## src/rtl/cache_tag_pkg.sv

```systemverilog
package cache_tag_pkg;

    typedef enum logic [0:0] {
        ST_INIT  = 1'b0,
        ST_SERVE = 1'b1
    } ctl_state_e;

    function automatic int way_bits(input int ways);
        return (ways > 1) ? $clog2(ways) : 1;
    endfunction

endpackage

```

## src/rtl/ctc_way_match.sv

```systemverilog
module ctc_way_match #(
    parameter int WAYS  = 4,
    parameter int TAG_W = 10,
    parameter int WAY_W = 2
) (
    input  logic [WAYS*TAG_W-1:0] tags_i,
    input  logic [WAYS-1:0]       valid_i,
    input  logic [TAG_W-1:0]      tag_i,
    output logic                  hit_o,
    output logic [WAY_W-1:0]      hit_way_o,
    output logic                  free_o,
    output logic [WAY_W-1:0]      free_way_o
);

    logic [WAYS-1:0] eq_vec;

    generate
        for (genvar w = 0; w < WAYS; w++) begin : g_cmp
            assign eq_vec[w] = valid_i[w] && (tags_i[w*TAG_W +: TAG_W] == tag_i);
        end
    endgenerate

    // Walk from the top so the lowest-numbered candidate wins.
    always_comb begin
        hit_way_o  = '0;
        free_way_o = '0;
        for (int w = WAYS - 1; w >= 0; w--) begin
            if (eq_vec[w])   hit_way_o  = WAY_W'(w);
            if (!valid_i[w]) free_way_o = WAY_W'(w);
        end
    end

    assign hit_o  = |eq_vec;
    assign free_o = ~&valid_i;

endmodule

```

## src/rtl/ctc_victim_pick.sv

```systemverilog
module ctc_victim_pick #(
    parameter int WAYS   = 4,
    parameter int RANK_W = 2
) (
    input  logic [WAYS*RANK_W-1:0] ranks_i,
    output logic [RANK_W-1:0]      victim_o
);

    // Rank WAYS-1 marks the oldest line in the set.
    always_comb begin
        victim_o = '0;
        for (int w = 0; w < WAYS; w++) begin
            if (ranks_i[w*RANK_W +: RANK_W] == RANK_W'(WAYS - 1))
                victim_o = RANK_W'(w);
        end
    end

endmodule

```

## src/rtl/ctc_rank_next.sv

```systemverilog
module ctc_rank_next #(
    parameter int WAYS   = 4,
    parameter int RANK_W = 2
) (
    input  logic [WAYS*RANK_W-1:0] ranks_i,
    input  logic [RANK_W-1:0]      touch_i,
    output logic [WAYS*RANK_W-1:0] ranks_o
);

    logic [RANK_W-1:0] touched_rank;

    assign touched_rank = ranks_i[touch_i*RANK_W +: RANK_W];

    // The touched way becomes newest; ways younger than it age by one.
    generate
        for (genvar w = 0; w < WAYS; w++) begin : g_age
            logic [RANK_W-1:0] cur;
            assign cur = ranks_i[w*RANK_W +: RANK_W];
            assign ranks_o[w*RANK_W +: RANK_W] =
                (RANK_W'(w) == touch_i) ? '0 :
                (cur < touched_rank)    ? cur + RANK_W'(1) : cur;
        end
    endgenerate

endmodule

```

## src/rtl/cache_tag_ctrl.sv

```systemverilog
module cache_tag_ctrl
    import cache_tag_pkg::*;
#(
    parameter int ADDR_W      = 16,
    parameter int CACHE_BYTES = 256,
    parameter int BLOCK_BYTES = 16,
    parameter int UNIT_BYTES  = 1,
    parameter int WAYS        = 4,
    localparam int LINES  = CACHE_BYTES / BLOCK_BYTES,
    localparam int SETS   = LINES / WAYS,
    localparam int OFF_W  = $clog2(BLOCK_BYTES / UNIT_BYTES),
    localparam int IDX_W  = $clog2(SETS),
    localparam int TAG_W  = ADDR_W - OFF_W - IDX_W,
    localparam int WAY_W  = way_bits(WAYS)
) (
    input  logic              clk,
    input  logic              rst,
    input  logic              policy_lru,
    input  logic              req_valid,
    output logic              req_ready,
    input  logic [ADDR_W-1:0] req_addr,
    input  logic              req_write,
    output logic              rsp_valid,
    output logic [IDX_W-1:0]  rsp_index,
    output logic [TAG_W-1:0]  rsp_tag,
    output logic              rsp_hit,
    output logic [WAY_W-1:0]  rsp_way,
    output logic              rsp_dirty,
    output logic              rsp_replace,
    output logic              rsp_writeback
);

    localparam int RANK_W = WAY_W;

    // Per-set storage
    logic [WAYS*TAG_W-1:0]  tag_mem  [SETS];
    logic [WAYS-1:0]        vld_mem  [SETS];
    logic [WAYS-1:0]        drt_mem  [SETS];
    logic [WAYS*RANK_W-1:0] rank_mem [SETS];

    ctl_state_e       state_q, state_d;
    logic [IDX_W-1:0] sweep_q;

    // Address fields
    logic [IDX_W-1:0] acc_idx;
    logic [TAG_W-1:0] acc_tag;
    logic             unused_offset;

    assign acc_idx       = req_addr[OFF_W +: IDX_W];
    assign acc_tag       = req_addr[ADDR_W-1 -: TAG_W];
    assign unused_offset = ^req_addr[OFF_W-1:0];

    // Lookup of the addressed set
    logic [WAYS*TAG_W-1:0]  cur_tags;
    logic [WAYS-1:0]        cur_vld, cur_drt;
    logic [WAYS*RANK_W-1:0] cur_ranks, upd_ranks, init_ranks;
    logic                   hit, any_free;
    logic [WAY_W-1:0]       hit_way, free_way, vic_way, sel_way;

    assign cur_tags  = tag_mem[acc_idx];
    assign cur_vld   = vld_mem[acc_idx];
    assign cur_drt   = drt_mem[acc_idx];
    assign cur_ranks = rank_mem[acc_idx];

    generate
        for (genvar w = 0; w < WAYS; w++) begin : g_init_rank
            assign init_ranks[w*RANK_W +: RANK_W] = RANK_W'(WAYS - 1 - w);
        end
    endgenerate

    ctc_way_match #(.WAYS(WAYS), .TAG_W(TAG_W), .WAY_W(WAY_W)) u_match (
        .tags_i     (cur_tags),
        .valid_i    (cur_vld),
        .tag_i      (acc_tag),
        .hit_o      (hit),
        .hit_way_o  (hit_way),
        .free_o     (any_free),
        .free_way_o (free_way)
    );

    ctc_victim_pick #(.WAYS(WAYS), .RANK_W(RANK_W)) u_victim (
        .ranks_i  (cur_ranks),
        .victim_o (vic_way)
    );

    ctc_rank_next #(.WAYS(WAYS), .RANK_W(RANK_W)) u_rank (
        .ranks_i (cur_ranks),
        .touch_i (sel_way),
        .ranks_o (upd_ranks)
    );

    // Control outputs derived from state and lookup
    logic accept, evict, evict_dirty, new_dirty, touch;

    always_comb begin
        req_ready   = (state_q == ST_SERVE);
        accept      = req_valid && req_ready;
        sel_way     = hit ? hit_way : (any_free ? free_way : vic_way);
        evict       = !hit && !any_free;
        evict_dirty = evict && cur_drt[vic_way];
        new_dirty   = req_write || (hit && cur_drt[hit_way]);
        touch       = hit ? policy_lru : 1'b1;
    end

    // State register
    always_ff @(posedge clk) begin
        if (rst) begin
            state_q <= ST_INIT;
            sweep_q <= '0;
        end else begin
            state_q <= state_d;
            if (state_q == ST_INIT) sweep_q <= sweep_q + IDX_W'(1);
        end
    end

    // Next state
    always_comb begin
        state_d = state_q;
        unique case (state_q)
            ST_INIT:  state_d = (sweep_q == IDX_W'(SETS - 1)) ? ST_SERVE : ST_INIT;
            ST_SERVE: state_d = ST_SERVE;
            default:  state_d = ST_INIT;
        endcase
    end

    // Storage update
    always_ff @(posedge clk) begin
        if (state_q == ST_INIT) begin
            vld_mem[sweep_q]  <= '0;
            drt_mem[sweep_q]  <= '0;
            rank_mem[sweep_q] <= init_ranks;
        end else if (accept) begin
            tag_mem[acc_idx][sel_way*TAG_W +: TAG_W] <= acc_tag;
            vld_mem[acc_idx][sel_way]                <= 1'b1;
            drt_mem[acc_idx][sel_way]                <= new_dirty;
            if (touch) rank_mem[acc_idx] <= upd_ranks;
        end
    end

    // Status record
    always_ff @(posedge clk) begin
        if (rst) begin
            rsp_valid     <= 1'b0;
            rsp_index     <= '0;
            rsp_tag       <= '0;
            rsp_hit       <= 1'b0;
            rsp_way       <= '0;
            rsp_dirty     <= 1'b0;
            rsp_replace   <= 1'b0;
            rsp_writeback <= 1'b0;
        end else begin
            rsp_valid <= accept;
            if (accept) begin
                rsp_index     <= acc_idx;
                rsp_tag       <= acc_tag;
                rsp_hit       <= hit;
                rsp_way       <= sel_way;
                rsp_dirty     <= new_dirty;
                rsp_replace   <= evict;
                rsp_writeback <= evict_dirty;
            end
        end
    end

    // Checks next to the logic they guard
    assert_rsp_after_accept_R3: assert property (@(posedge clk) disable iff (rst)
        (req_valid && req_ready) |=> rsp_valid);

    assert_no_rsp_without_accept_R3: assert property (@(posedge clk) disable iff (rst)
        !(req_valid && req_ready) |=> !rsp_valid);

    assert_write_sets_dirty_R8: assert property (@(posedge clk) disable iff (rst)
        (req_valid && req_ready && req_write) |=> rsp_dirty);

    assert_replace_only_on_miss_R9: assert property (@(posedge clk) disable iff (rst)
        (rsp_valid && rsp_replace) |-> !rsp_hit);

    assert_wb_needs_replace_R10: assert property (@(posedge clk) disable iff (rst)
        (rsp_valid && rsp_writeback) |-> rsp_replace);

    assert_fill_way_was_free_R5: assert property (@(posedge clk) disable iff (rst)
        (req_valid && req_ready && !hit && any_free) |-> !cur_vld[free_way]);

endmodule

```

## config.mk

```make
export PLATFORM = sky130hd
export DESIGN_NAME = cache_tag_ctrl
export DESIGN_NICKNAME = d
export VERILOG_FILES = /design/src/rtl/cache_tag_pkg.sv /design/src/rtl/ctc_way_match.sv /design/src/rtl/ctc_victim_pick.sv /design/src/rtl/ctc_rank_next.sv /design/src/rtl/cache_tag_ctrl.sv
export SDC_FILE = /design/constraint.sdc
export NUM_CORES = 1
export LEC_CHECK = 0
export BUFFER_PORTS_ARGS = -buffer_cell sky130_fd_sc_hd__buf_2
export CAP_MARGIN = 20
export CORE_UTILIZATION = 45
export CTS_CLUSTER_SIZE = 10
export DETAILED_ROUTE_END_ITERATION = 16
export SLEW_MARGIN = 15
export SYNTH_ARGS = -nofsm -noshare
export SYNTH_HDL_FRONTEND = slang
export SYNTH_SLANG_ARGS = --single-unit
export TNS_END_PERCENT = 20
```

## constraint.sdc

```tcl
create_clock -name clk -period 8.8 [get_ports clk]
set_clock_uncertainty 0.15 [all_clocks]
set_input_delay 0.88 -clock clk [delete_from_list [all_inputs] [get_ports clk]]
set_output_delay 0.88 -clock clk [all_outputs]
set_load 0.02 [all_outputs]
```

==> results.json, run 1 <==
{
  "grt_pass1_wl_um": 39900,
  "drtIter0Drc": 613,
  "cp.required_ns": 8.94,
  "wl_per_cell_um": 22.7,
  "port_buffers": 36,
  "die_area_um2": 25400,
  "ios": 41,
  "holdBufCountCts": 0,
  "wl_um": 25500,
  "status": "finished, final reports clean",
  "initial_core_util_pct": 45.8,
  "syn_to_final_growth_pct": 10.6,
  "place_area_um2": 11500,
  "cap_violations": 0,
  "path_clk_slew_ns": 0.05,
  "antennaDiodeCount": 0,
  "power.density_nw_per_um2": 230,
  "netlist_top_cells_count": "224 x edfxtp_1, 75 x nor2_1, 55 x nand2_1, 41 x mux2i_1, 40 x mux4_2",
  "avgSynthCellArea_um2": 14.7,
  "grt_pass1_vias": 6778,
  "ys_top_cells_by_area": "edfxtp_1 60%, mux4_2 8.1%, dfxtp_1 4.0%, mux2i_1 3.7%, xnor2_1 2.7%",
  "drive_gt1_share_pct": 16.8,
  "slew_headroom_pct": 28.9,
  "rows": 57,
  "worst_setup_path_end_kind": "register",
  "maxSlewViolCount": 0,
  "leakage_nw": 4.24,
  "grt_max_degree": 44,
  "ys_ff_latch": 246,
  "ys.flop_type": "edfxtp_1",
  "dr.max_layer_used": "met4",
  "syn_inst": 757,
  "synth.largest_area_cell": "edfxtp_1",
  "cts-resized-gates": 0,
  "worstReg2RegEnd": "tag_mem[1][15]$_DFFE_PP_",
  "final.period_utilization_pct": 70.7,
  "drtAntennaViolNets": 0,
  "setup_tns_ns": 0,
  "hold_path_class": "register to register",
  "min_to": "rsp_index[1]$_SDFFE_PP0P_",
  "rsz0062_at_grt": "false",
  "die_w_um": 159,
  "synth_area_um2": 11100,
  "fin_area_um2": 12300,
  "r2r_cells": 12,
  "post-cts-setup-buffers": 0,
  "synth.distinct_cells": 64,
  "first_pass_iters": 5,
  "wl_met2_um": 12300,
  "via_per_inst": 5.85,
  "r2r-start": "tag_mem[0][15]$_DFFE_PP_",
  "num_vias": 6575,
  "crit_type": "primary input to register",
  "hold_viol_final": 0,
  "ff2ff_setup_slack_ns": 3.75,
  "fmax_mhz": 161,
  "dieHeight_um": 159,
  "tightest_slew_ns": 1.06,
  "clockBufferDepth": 3,
  "place_inst": 1081,
  "cts_tree": "yes",
  "async_reset_ff_share_pct": 0,
  "nets": 822,
  "path_max_fanout": 43,
  "clk_latency_ns": 0.53,
  "grtUsageTotal_pct": 20.7,
  "ys_warn_count": 0,
  "met3WireLength_um": 1550,
  "hpwl_um": 17200,
  "synth_nets": 790,
  "final_cells": 1124,
  "min_period_ns": 6.22,
  "synth_top_area_share_pct": 60.5,
  "start_kind": "primary input",
  "h-tree-depth": 1,
  "ir_drop_mv": 0.128,
  "seq_area_frac_synth_pct": 64.4,
  "gp_congestion": 0.891,
  "cts-root-buf": "clkbuf_16",
  "setup_violations": 0,
  "antenna_found_initial": 0,
  "drc": 0,
  "arrival_ns": 6.37,
  "holdPathStages": 2,
  "numCtsBuffers": 29,
  "synth_most_common_cell": "edfxtp_1",
  "min_from": "rsp_index[1]$_SDFFE_PP0P_",
  "overflow": 0,
  "clock-sinks": 246,
  "coreArea_um2": 24300,
  "synth_edf_count": 224,
  "wl_met1_um": 11100
}
[layout by cell type (no fill, tap or decap), types with 4 or more instances in the layout]
| cell | count |
|---|---|
| edfxtp_1 | 224 |
| nor2_1 | 75 |
| nand2_1 | 55 |
| mux2i_1 | 41 |
| mux4_2 | 40 |
| buf_2 | 35 |
| xnor2_1 | 34 |
| clkbuf_16 | 29 |
| a21oi_1 | 26 |
| dfxtp_1 | 22 |
| xor2_1 | 17 |
| o21ai_0 | 16 |
| inv_1 | 13 |
| nor3_1 | 13 |
| ha_1 | 12 |
| o22ai_1 | 11 |
| clkbuf_1 | 11 |
| nand4_1 | 10 |
| nand3_1 | 9 |
| nand2b_1 | 8 |
| buf_4 | 8 |
| a21boi_0 | 7 |
| a22o_1 | 6 |
| a31oi_1 | 6 |
| or2_2 | 6 |
| nor4_1 | 4 |
| and3_1 | 4 |
| or3_1 | 4 |
| o32ai_1 | 4 |
| nor2b_1 | 4 |
[kinds of logic after synthesis]
family                     share of synthesized area, %
DFF                                                64.4
and+or+nand+nor                                    8.20
AOI/OAI and AO/OA                                  6.36
muxes                                              12.7
buffers and inverters                              2.87
xor gates and xnor gates                           4.01
adders and majority gates                          1.45
[worst max-delay path by stage]
stage                startpoint                  endpoint  cells after the start
finish              req_addr[4]  tag_mem[1][15]$_DFFE_PP_                     14
global route        req_addr[4]  tag_mem[1][27]$_DFFE_PP_                     15
CTS                 req_addr[4]  tag_mem[1][15]$_DFFE_PP_                     14
detailed placement  req_addr[4]  tag_mem[2][15]$_DFFE_PP_                     14
global placement    req_addr[4]  tag_mem[2][11]$_DFFE_PP_                     15
floorplan           req_addr[4]   tag_mem[0][0]$_DFFE_PP_                     20
[worst max-delay path: stages]
cell	delay [ns]
buf_4	0.64
buf_4	0.62
mux2i_1	0.29
xnor2_1	0.08
or3_1	0.33
a2111oi_2	0.65
or2_2	0.23
or2_1	0.42
clkinv_4	0.19
ha_1	0.80
nand2b_1	0.24
a2bb2oi_1	0.23
mux2_2	0.32
nor2_1	0.34
[metal layers]
metal  track usage (%)  vias to the layer above
li1                  -                     2949
met1              28.8                     3350
met2              33.8                      231
met3              3.23                       45
met4              5.94                        0
met5                 0                        -
[registers in the layout, indices dropped and copies added, names as in the netlist]
name	count
tag_mem	160
rank_mem	32
drt_mem	16
vld_mem	16
rsp_tag	10
rsp_index	2
rsp_way	2
sweep_q	2
req_ready	1
rsp_dirty	1
rsp_hit	1
rsp_replace	1
rsp_valid	1
rsp_writeback	1
[power by group]
group	switching (mW)	leakage (nW)	total (mW)	internal [mW]
combinational	0.302	1.46	0.451	0.148
clock	0.416	0.382	1.02	0.603
sequential	0.0155	2.39	1.36	1.35
total	0.733	4.24	2.83	2.10
[through the flow]
stage               util [%]  hold WS [ns]  total power, mW  setup WS (ns)
floorplan                  -         0.380             1.71           3.28
global placement        47.3         0.293             1.82           2.22
detailed placement      47.3         0.299             1.83           2.07
CTS                     50.6         0.308             2.85           2.57
global route            50.6         0.322             2.95           2.12
finish                  50.6         0.304             2.83           2.58
[area by class of cell]
type / count / area [µm²]
fill: 2038 / 12000
sequential: 246 / 7170
multi-input combinational: 453 / 3640
clock buffer: 41 / 781
tap: 324 / 405
timing repair buffer: 43 / 235
inverter: 16 / 65.1
clock inverter: 1 / 8.76
(Power assumes the default switching activity.)
==> run 2: changes to the inputs <==
clock period = 5.3 ns   (was 8.8 ns; I/O delays follow)
==> results.json, run 2 (synthesis results as in run 1) <==
{
  "drtAntennaViolNets": 0,
  "cts-resized-gates": 0,
  "num_vias": 6737,
  "leakage_nw": 4.47,
  "grt_max_degree": 41,
  "cts-root-buf": "clkbuf_16",
  "hold_path_class": "primary input to register",
  "drc": 0,
  "layout_commonest_cell": "edfxtp_1",
  "clock-sinks": 246,
  "cp.required_ns": 5.40,
  "slowest_delay_ns": 0.66,
  "layout_common_cells": "224 x edfxtp_1, 75 x nor2_1, 55 x nand2_1",
  "die_w_um": 159,
  "grtUsageTotal_pct": 21.0,
  "setup_tns_ns": 0,
  "worst_setup_path_end_kind": "register",
  "maxSlewViolCount": 0,
  "dieHeight_um": 159,
  "drtIter0Drc": 537,
  "cap_violations": 0,
  "nets": 863,
  "hold_ws_ns": 0.257,
  "drive_gt1_share_pct": 20.5,
  "largest_register_ffs": 160,
  "cts_tree": "yes",
  "initial_core_util_pct": 45.8,
  "antennaDiodeCount": 0,
  "syn_to_final_growth_pct": 14.1,
  "final.period_utilization_pct": 88.1,
  "h-tree-depth": 1,
  "hpwl_um": 18100,
  "hold_viol_final": 0,
  "rows": 57,
  "path_cells": "buf_2, buf_4, mux4_2, o311ai_1, nor4_1, and3_1, nor3_1, or2_1, buf_4, ha_1, nor3_1, nand2_1, o21ai_0",
  "post-cts-setup-buffers": 0,
  "gp_congestion": 0.949,
  "tightest_slew_ns": 1.03,
  "setup_violations": 0,
  "overflow": 0,
  "die_area_um2": 25400,
  "critical-path-slowest-cell": "buf_2",
  "fill_cells": 2012,
  "clk_latency_ns": 0.54,
  "reg.largest.list": "tag_mem: 160 flops, rank_mem: 32 flops",
  "holdBufCountCts": 0,
  "min_period_ns": 4.67,
  "arrival_ns": 4.76,
  "slew_headroom_pct": 30.8,
  "ios": 41,
  "via_per_inst": 5.72,
  "first_pass_iters": 5,
  "power.density_nw_per_um2": 381,
  "fmax_mhz": 214,
  "max_flop_register": "tag_mem",
  "path_max_fanout": 35,
  "rsz0062_at_grt": "false",
  "grt_pass1_wl_um": 40100,
  "coreArea_um2": 24300,
  "numCtsBuffers": 29,
  "status": "finished, final reports clean",
  "clockBufferDepth": 3,
  "path_clk_slew_ns": 0.06,
  "grt_pass1_vias": 6817,
  "wl_um": 26400,
  "antenna_found_initial": 0,
  "ir_drop_mv": 0.225,
  "wl_per_cell_um": 22.4,
  "start_kind": "primary input",
  "port_buffers": 36,
  "crit_type": "primary input to register"
}
## run 2: worst paths after layout
path	to	slack (ns)	from	cells after the start
worst max-delay path	tag_mem[2][27]$_DFFE_PP_	0.63	req_addr[5]	13
worst min register to register	rsp_writeback$_SDFFE_PP0P_	0.31	rsp_writeback$_SDFFE_PP0P_	2
worst min-delay path	sweep_q[1]$_SDFFE_PP0N_	0.26	rst	2
worst max register to register	tag_mem[2][27]$_DFFE_PP_	1.00	tag_mem[3][25]$_DFFE_PP_	12
## run 2: power by group
part / internal (mW) / switching [mW]
clock: 1.04 / 0.725
sequential: 2.24 / 0.0287
combinational: 0.290 / 0.513
total: 3.57 / 1.27
## run 2: critical path: cells and delay by family
kind | cells | cell delay [ns]
buf+inv | 3 | 1.19
simple gates | 6 | 1.70
mux | 1 | 0.31
compound gates | 2 | 0.68
fa+ha+maj | 1 | 0.32
## run 2: through the flow
stage                     utilization (%)  instances  cell area, µm²  power (mW)  setup slack [ns]
after floorplan                         -        757           11100        2.84             0.132
after global placement               48.8       1123           11900        3.08             0.104
after detailed placement             48.8       1123           11900        3.10            0.0900
after CTS                            52.2       1177           12700        4.86             0.625
after global routing                 52.2       1177           12700        5.00             0.342
final                                52.2       1177           12700        4.83             0.632
## run 2: per-layer routing
metal | GRT usage, % | up-vias | share of wire (%)
met3 | 2.66 | 65 | 5.2
met4 | 8.70 | 0 | 3.7
li1 | - | 3043 | -
met5 | 0 | - | 0
met2 | 33.7 | 211 | 47
met1 | 29.1 | 3418 | 44
## run 2: layout make-up
type                            count  area (µm²)  area share, %
Sequential cell                   246        7170           56.4
Multi-Input combinational cell    453        3640           28.7
Clock buffer                       52         822           6.47
Timing Repair Buffer               84         581           4.57
Tap cell                          324         405           3.19
Inverter                           16        65.1          0.512
Clock inverter                      2        17.5          0.138
